--- config.mk ---
export PLATFORM = sky130hd
export DESIGN_NAME = devirq_router
export DESIGN_NICKNAME = d
export VERILOG_FILES = /design/src/rtl/devirq_pkg.sv /design/src/rtl/devirq_capture.sv /design/src/rtl/devirq_cpu_slice.sv /design/src/rtl/devirq_regif.sv /design/src/rtl/devirq_router.sv
export SDC_FILE = /design/constraint.sdc
export NUM_CORES = 1
export LEC_CHECK = 0
export BUFFER_PORTS_ARGS = -buffer_cell sky130_fd_sc_hd__buf_2
export CAP_MARGIN = 0
export CORE_MARGIN = 5
export CORE_UTILIZATION = 45
export CTS_CLUSTER_DIAMETER = 30
export DETAILED_ROUTE_END_ITERATION = 10
export PLACE_DENSITY = 0.71
export SYNTH_ARGS = -nofsm -noshare
export SYNTH_HDL_FRONTEND = slang
export SYNTH_SLANG_ARGS = --single-unit
--- constraint.sdc ---
create_clock -name clk -period 5.85 [get_ports clk]
set_input_delay 1.17 -clock clk [delete_from_list [all_inputs] [get_ports clk]]
set_output_delay 1.17 -clock clk [all_outputs]
set_load 0.05 [all_outputs]
--- src/rtl/devirq_pkg.sv ---
package devirq_pkg;
  // Register map: CPUs 0/1 sit in a low page, CPUs 2/3 in a high page.
  localparam int RAW_OFFSET = 'h300;

  function automatic int mask_offset(int cpu);
    return (((cpu / 2) != 0) ? 'h600 : 'h200) + 'h40 * (cpu % 2);
  endfunction

  function automatic int pend_offset(int cpu);
    return mask_offset(cpu) + 'h80;
  endfunction
endpackage

--- src/rtl/devirq_capture.sv ---
module devirq_capture #(
  parameter int DATA_W      = 64,
  parameter int CASCADE_BIT = 55
) (
  input  logic              clk,
  input  logic              rst,
  input  logic [DATA_W-1:0] lines_i,
  input  logic              cascade_i,
  output logic [DATA_W-1:0] raw_o
);
  logic [DATA_W-1:0] merged;

  always_comb begin
    merged              = lines_i;
    merged[CASCADE_BIT] = lines_i[CASCADE_BIT] | cascade_i;
  end

  always_ff @(posedge clk) begin
    if (rst) raw_o <= '0;
    else     raw_o <= merged;
  end
endmodule

--- src/rtl/devirq_cpu_slice.sv ---
module devirq_cpu_slice #(
  parameter int DATA_W = 64
) (
  input  logic              clk,
  input  logic              rst,
  input  logic              mask_we_i,
  input  logic [DATA_W-1:0] wdata_i,
  input  logic [DATA_W-1:0] raw_i,
  output logic [DATA_W-1:0] mask_o,
  output logic              irq_o
);
  always_ff @(posedge clk) begin
    if (rst) begin
      mask_o <= '0;
      irq_o  <= 1'b0;
    end else begin
      if (mask_we_i) mask_o <= wdata_i;
      irq_o <= |(mask_o & raw_i);
    end
  end
endmodule

--- src/rtl/devirq_regif.sv ---
module devirq_regif #(
  parameter int DATA_W   = 64,
  parameter int NUM_CPUS = 4,
  parameter int ADDR_W   = 12
) (
  input  logic                       clk,
  input  logic                       rst,
  input  logic                       req_valid_i,
  input  logic                       req_write_i,
  input  logic [ADDR_W-1:0]          req_addr_i,
  input  logic [3:0]                 req_bytes_i,
  input  logic [NUM_CPUS*DATA_W-1:0] mask_flat_i,
  input  logic [DATA_W-1:0]          raw_i,
  output logic [NUM_CPUS-1:0]        mask_we_o,
  output logic                       rsp_valid_o,
  output logic [DATA_W-1:0]          rsp_rdata_o,
  output logic                       rsp_err_o
);
  localparam int BUS_BYTES = DATA_W / 8;

  logic [NUM_CPUS-1:0] mask_hit, pend_hit;
  logic                raw_hit, size_ok, mapped;
  logic [DATA_W-1:0]   rd_mux;

  for (genvar c = 0; c < NUM_CPUS; c++) begin : g_dec
    assign mask_hit[c]  = req_addr_i == ADDR_W'(devirq_pkg::mask_offset(c));
    assign pend_hit[c]  = req_addr_i == ADDR_W'(devirq_pkg::pend_offset(c));
    assign mask_we_o[c] = req_valid_i & req_write_i & size_ok & mask_hit[c];
  end

  assign raw_hit = req_addr_i == ADDR_W'(devirq_pkg::RAW_OFFSET);
  assign size_ok = req_bytes_i == 4'(BUS_BYTES);
  assign mapped  = (|mask_hit) | (|pend_hit) | raw_hit;

  always_comb begin
    rd_mux = raw_hit ? raw_i : '0;
    for (int c = 0; c < NUM_CPUS; c++) begin
      if (mask_hit[c]) rd_mux = rd_mux | mask_flat_i[c*DATA_W +: DATA_W];
      if (pend_hit[c]) rd_mux = rd_mux | (mask_flat_i[c*DATA_W +: DATA_W] & raw_i);
    end
  end

  always_ff @(posedge clk) begin
    if (rst) begin
      rsp_valid_o <= 1'b0;
      rsp_rdata_o <= '0;
      rsp_err_o   <= 1'b0;
    end else begin
      rsp_valid_o <= req_valid_i;
      rsp_err_o   <= req_valid_i & ~(size_ok & mapped);
      rsp_rdata_o <= (req_valid_i & ~req_write_i & size_ok & mapped) ? rd_mux : '0;
    end
  end
endmodule

--- src/rtl/devirq_router.sv ---
module devirq_router #(
  parameter int DATA_W      = 64,
  parameter int NUM_CPUS    = 4,
  parameter int ADDR_W      = 12,
  parameter int CASCADE_BIT = 55
) (
  input  logic                clk,
  input  logic                rst,
  input  logic [DATA_W-1:0]   dev_irq_i,
  input  logic                cascade_irq_i,
  input  logic                req_valid_i,
  input  logic                req_write_i,
  input  logic [ADDR_W-1:0]   req_addr_i,
  input  logic [3:0]          req_bytes_i,
  input  logic [DATA_W-1:0]   req_wdata_i,
  output logic                rsp_valid_o,
  output logic [DATA_W-1:0]   rsp_rdata_o,
  output logic                rsp_err_o,
  output logic [NUM_CPUS-1:0] cpu_irq_o
);
  logic [DATA_W-1:0]          raw_q;
  logic [NUM_CPUS*DATA_W-1:0] mask_flat;
  logic [NUM_CPUS-1:0]        mask_we;

  devirq_capture #(.DATA_W(DATA_W), .CASCADE_BIT(CASCADE_BIT)) u_capture (
    .clk(clk), .rst(rst), .lines_i(dev_irq_i), .cascade_i(cascade_irq_i),
    .raw_o(raw_q)
  );

  for (genvar c = 0; c < NUM_CPUS; c++) begin : g_cpu
    devirq_cpu_slice #(.DATA_W(DATA_W)) u_slice (
      .clk(clk), .rst(rst), .mask_we_i(mask_we[c]), .wdata_i(req_wdata_i),
      .raw_i(raw_q), .mask_o(mask_flat[c*DATA_W +: DATA_W]), .irq_o(cpu_irq_o[c])
    );
  end

  devirq_regif #(.DATA_W(DATA_W), .NUM_CPUS(NUM_CPUS), .ADDR_W(ADDR_W)) u_regif (
    .clk(clk), .rst(rst), .req_valid_i(req_valid_i), .req_write_i(req_write_i),
    .req_addr_i(req_addr_i), .req_bytes_i(req_bytes_i), .mask_flat_i(mask_flat),
    .raw_i(raw_q), .mask_we_o(mask_we), .rsp_valid_o(rsp_valid_o),
    .rsp_rdata_o(rsp_rdata_o), .rsp_err_o(rsp_err_o)
  );
endmodule

==> flow_summary.yaml <==
clock_tree:
  clkSinkCount: 390
  cts_resized: 0
  cts_tree: "yes"
  cts-buffers-inserted: 88
  hold_buffers: 0
  clkLatencyLatePin_ns: 0.62
  post_cts.repair.setup_buffers: 0
  path_clk_slew_ns: 0.05
  clockBufferDepth: 3
  htreeDepth: 3
  clock-root-buffer: "clkbuf_16"
drt:
  viasPerCell: 6.43
  vias: 18574
  drt_wl_total_um: 90600
  routedWlPerCell_um: 31.4
  ant_nets: 0
  drt_iter0_drc: 2501
  drc: 0
  drtPass1Iterations: 6
worst_setup_path:
  critPathSlowestCell: "nand3_2"
  cp.arrival_ns: 4.07
  regToRegEndpoint: "g_cpu[3].u_slice.irq_o"
  reg2reg_slack_ns: 3.44
  slowest_delay_ns: 0.78
  critPathRequiredTime_ns: 6.30
  crit_path_end: "g_cpu[0].u_slice.mask_o[18]"
  crit_family: "simple AND/OR/NAND/NOR gates"
  start_kind: "input pin"
  rr_startpoint: "u_capture.raw_o[61]"
  path_cells: "buf_2 > or4b_1 > nor3_2 > nand3_2 > buf_12 > nand2_1 > a21oi_1"
  rr_worst_depth: 5
  crit_start: "req_addr_i[10]"
  crit_type: "input pin to register"
  endpoint_kind: "register"
  cp.depth: 7
  crit_fanout: 33
  crit_buf_inv: 2
yosys:
  syn_nets: 2246
  synth.most_common_cell: "nand2_1"
  synthArstFlopShare: 0
  netlist_instances: 2097
  synth_top_area_cell: "dfxtp_1"
  synth_top_area_frac: 0.450
  synthTopCellsByCount: "nand2_1 (597), dfxtp_1 (390), a21oi_1 (299)"
  ys.flop_type: "dfxtp_1"
  synth-seq-cells: 390
  synth_area_sq_um: 17400
  yosysWarnings: 0
  synth-edff-count: 0
  yosysSeqAreaShare: 0.450
  synth.area.top_cells: "dfxtp_1 (45%), nand2_1 (13%), a21oi_1 (8.6%), a22oi_1 (3.2%), mux4_2 (2.9%)"
  synth_area_per_cell_sq_um: 8.28
  synth_cell_type_count: 73
pwr:
  p_per_area_nw_per_um2: 364
  p_leak_nw: 7.83
  peakVddDrop_mv: 0.291
  finalPower_w: 0.00792
grt:
  grtUsageTotal: 0.413
  grt_pass1_vias: 17137
  antenna_found_initial: 5
  grt-ovfl-total: 0
  grt_pass1_wl_um: 126000
  grt_start_max_net_pins: 106
finish:
  area_growth_pct: 25.4
  stdcell_count: 2887
  layout.nets: 2444
  multi_input_area_sq_um: 8830
  drive_gt1_frac: 0.210
  final-seq-area_sq_um: 7810
  fill_cells: 3538
sta:
  fin_crit_sh: 0.618
  slew_viol_final: 0
  setup_viol: 0
  clock.fmax_mhz: 277
  setup_tns_ns: 0
  relSlewSlack: 0.215
  fin_skew_ns: 0.0180
  holdWs_ns: 0.469
  worstMarginPinSlew_ns: 1.17
  post-route-min-period_ns: 3.62
  hold_viol_final: 0
  final.setup.worst_slack_ns: 2.23
  rsz0062_at_grt: "false"
floorplan:
  dieWidth_um: 206
  dieArea_sq_um: 42600
  io_pins: 219
  core_sq_um: 38400
  rows: 72
  start_util: 0.453
  die_h_um: 206
worst_hold_path:
  hold_class: "register to register"
place:
  pre_cts_ws_ns: 1.76
  hpwl_um: 64500
  dpl.cell_count: 2723
  port-buffer-count: 218
  globalplace.congestion: 1.04
run_status:
  status: "complete, no violations"
run:
  maxCapViolations: 0
worst min-delay path, delay by kind of cell, from the launching register on:
family / cells / cell delay [ns]
flops: 1 / 0.31
compound gates: 1 / 0.05
simple gates: 1 / 0.06
cell families (layout without fill, tap and decap cells):
| logic type | count (synthesis) | in the layout | synth area share |
|---|---|---|---|
| simple gates | 885 | 885 | 0.233 |
| compound gates | 601 | 601 | 0.222 |
| flops | 390 | 390 | 0.450 |
| buf+inv | 161 | 430 | 0.0444 |
| mux | 60 | 60 | 0.0514 |
| other cells | 0 | 3 | 0 |
state kept, by name, summed over array words and instances (netlist names):
name	count
u_regif.rsp_err_o	1
u_regif.rsp_rdata_o	64
u_regif.rsp_valid_o	1
g_cpu.u_slice.mask_o	256
u_capture.raw_o	64
g_cpu.u_slice.irq_o	4
layer usage:
layer / share of wire / track usage
met1: 0.39 / 0.550
met2: 0.43 / 0.617
met3: 0.12 / 0.104
met4: 0.061 / 0.221
met5: 0.00023 / 0
cell type report:
type                            instances  share of cell area
Antenna cell                            3            0.000345
Clock buffer                          114               0.113
Clock inverter                         47              0.0240
Inverter                                5            0.000862
Multi-Input combinational cell       1546               0.406
Sequential cell                       390               0.358
Tap cell                              518              0.0298
Timing Repair Buffer                  264              0.0683
report_power, final:
group,internal [W],total [W],leakage [nW],switching (W)
logic,0.0000823,0.000269,3.21,0.000186
registers,0.00269,0.00277,3.16,0.0000774
clock network,0.00331,0.00489,1.46,0.00158
metrics by stage:
step / util / instance area (sq um)
floorplan: - / 17400
global placement: 0.490 / 18800
detailed placement: 0.490 / 18800
CTS: 0.567 / 21800
global route: 0.567 / 21800
finish: 0.567 / 21800
worst min path at each step:
stage                                            from                     endpoint  slack, ns  depth (start not counted)
final                     g_cpu[0].u_slice.mask_o[61]  g_cpu[0].u_slice.mask_o[61]       0.47                          2
after global routing      g_cpu[1].u_slice.mask_o[49]  g_cpu[1].u_slice.mask_o[49]       0.49                          2
after CTS                 g_cpu[0].u_slice.mask_o[61]  g_cpu[0].u_slice.mask_o[61]       0.47                          2
after detailed placement  g_cpu[0].u_slice.mask_o[61]  g_cpu[0].u_slice.mask_o[61]       0.46                          2
after global placement    g_cpu[0].u_slice.mask_o[61]  g_cpu[0].u_slice.mask_o[61]       0.45                          2
after floorplan           g_cpu[0].u_slice.mask_o[61]  g_cpu[0].u_slice.mask_o[61]       0.44                          2
layout by cell type, fill, tap and decap left out, drive strengths merged, types with 6 or more instances in the layout:
cell type,synthesis,final
bufinv,0,8
mux2i,25,25
a31oi,13,13
a22o,35,35
clkbuf,85,114
nand4,29,29
inv,3,14
o22ai,11,11
nand2,599,599
nor2b,68,68
mux4,22,22
nor3,45,45
a22oi,74,74
nor4,9,9
and3,7,7
and2,15,15
nor2,41,41
a21oi,313,313
nand2b,23,23
mux2,13,13
dfxtp,390,390
a31o,9,9
clkinv,2,24
clkinvlp,0,6
buf,71,264
a32oi,19,19
o221ai,6,6
a221oi,41,41
o21ai,41,41
nand3,32,32
No activity file was read; power rests on OpenSTA's default activity.
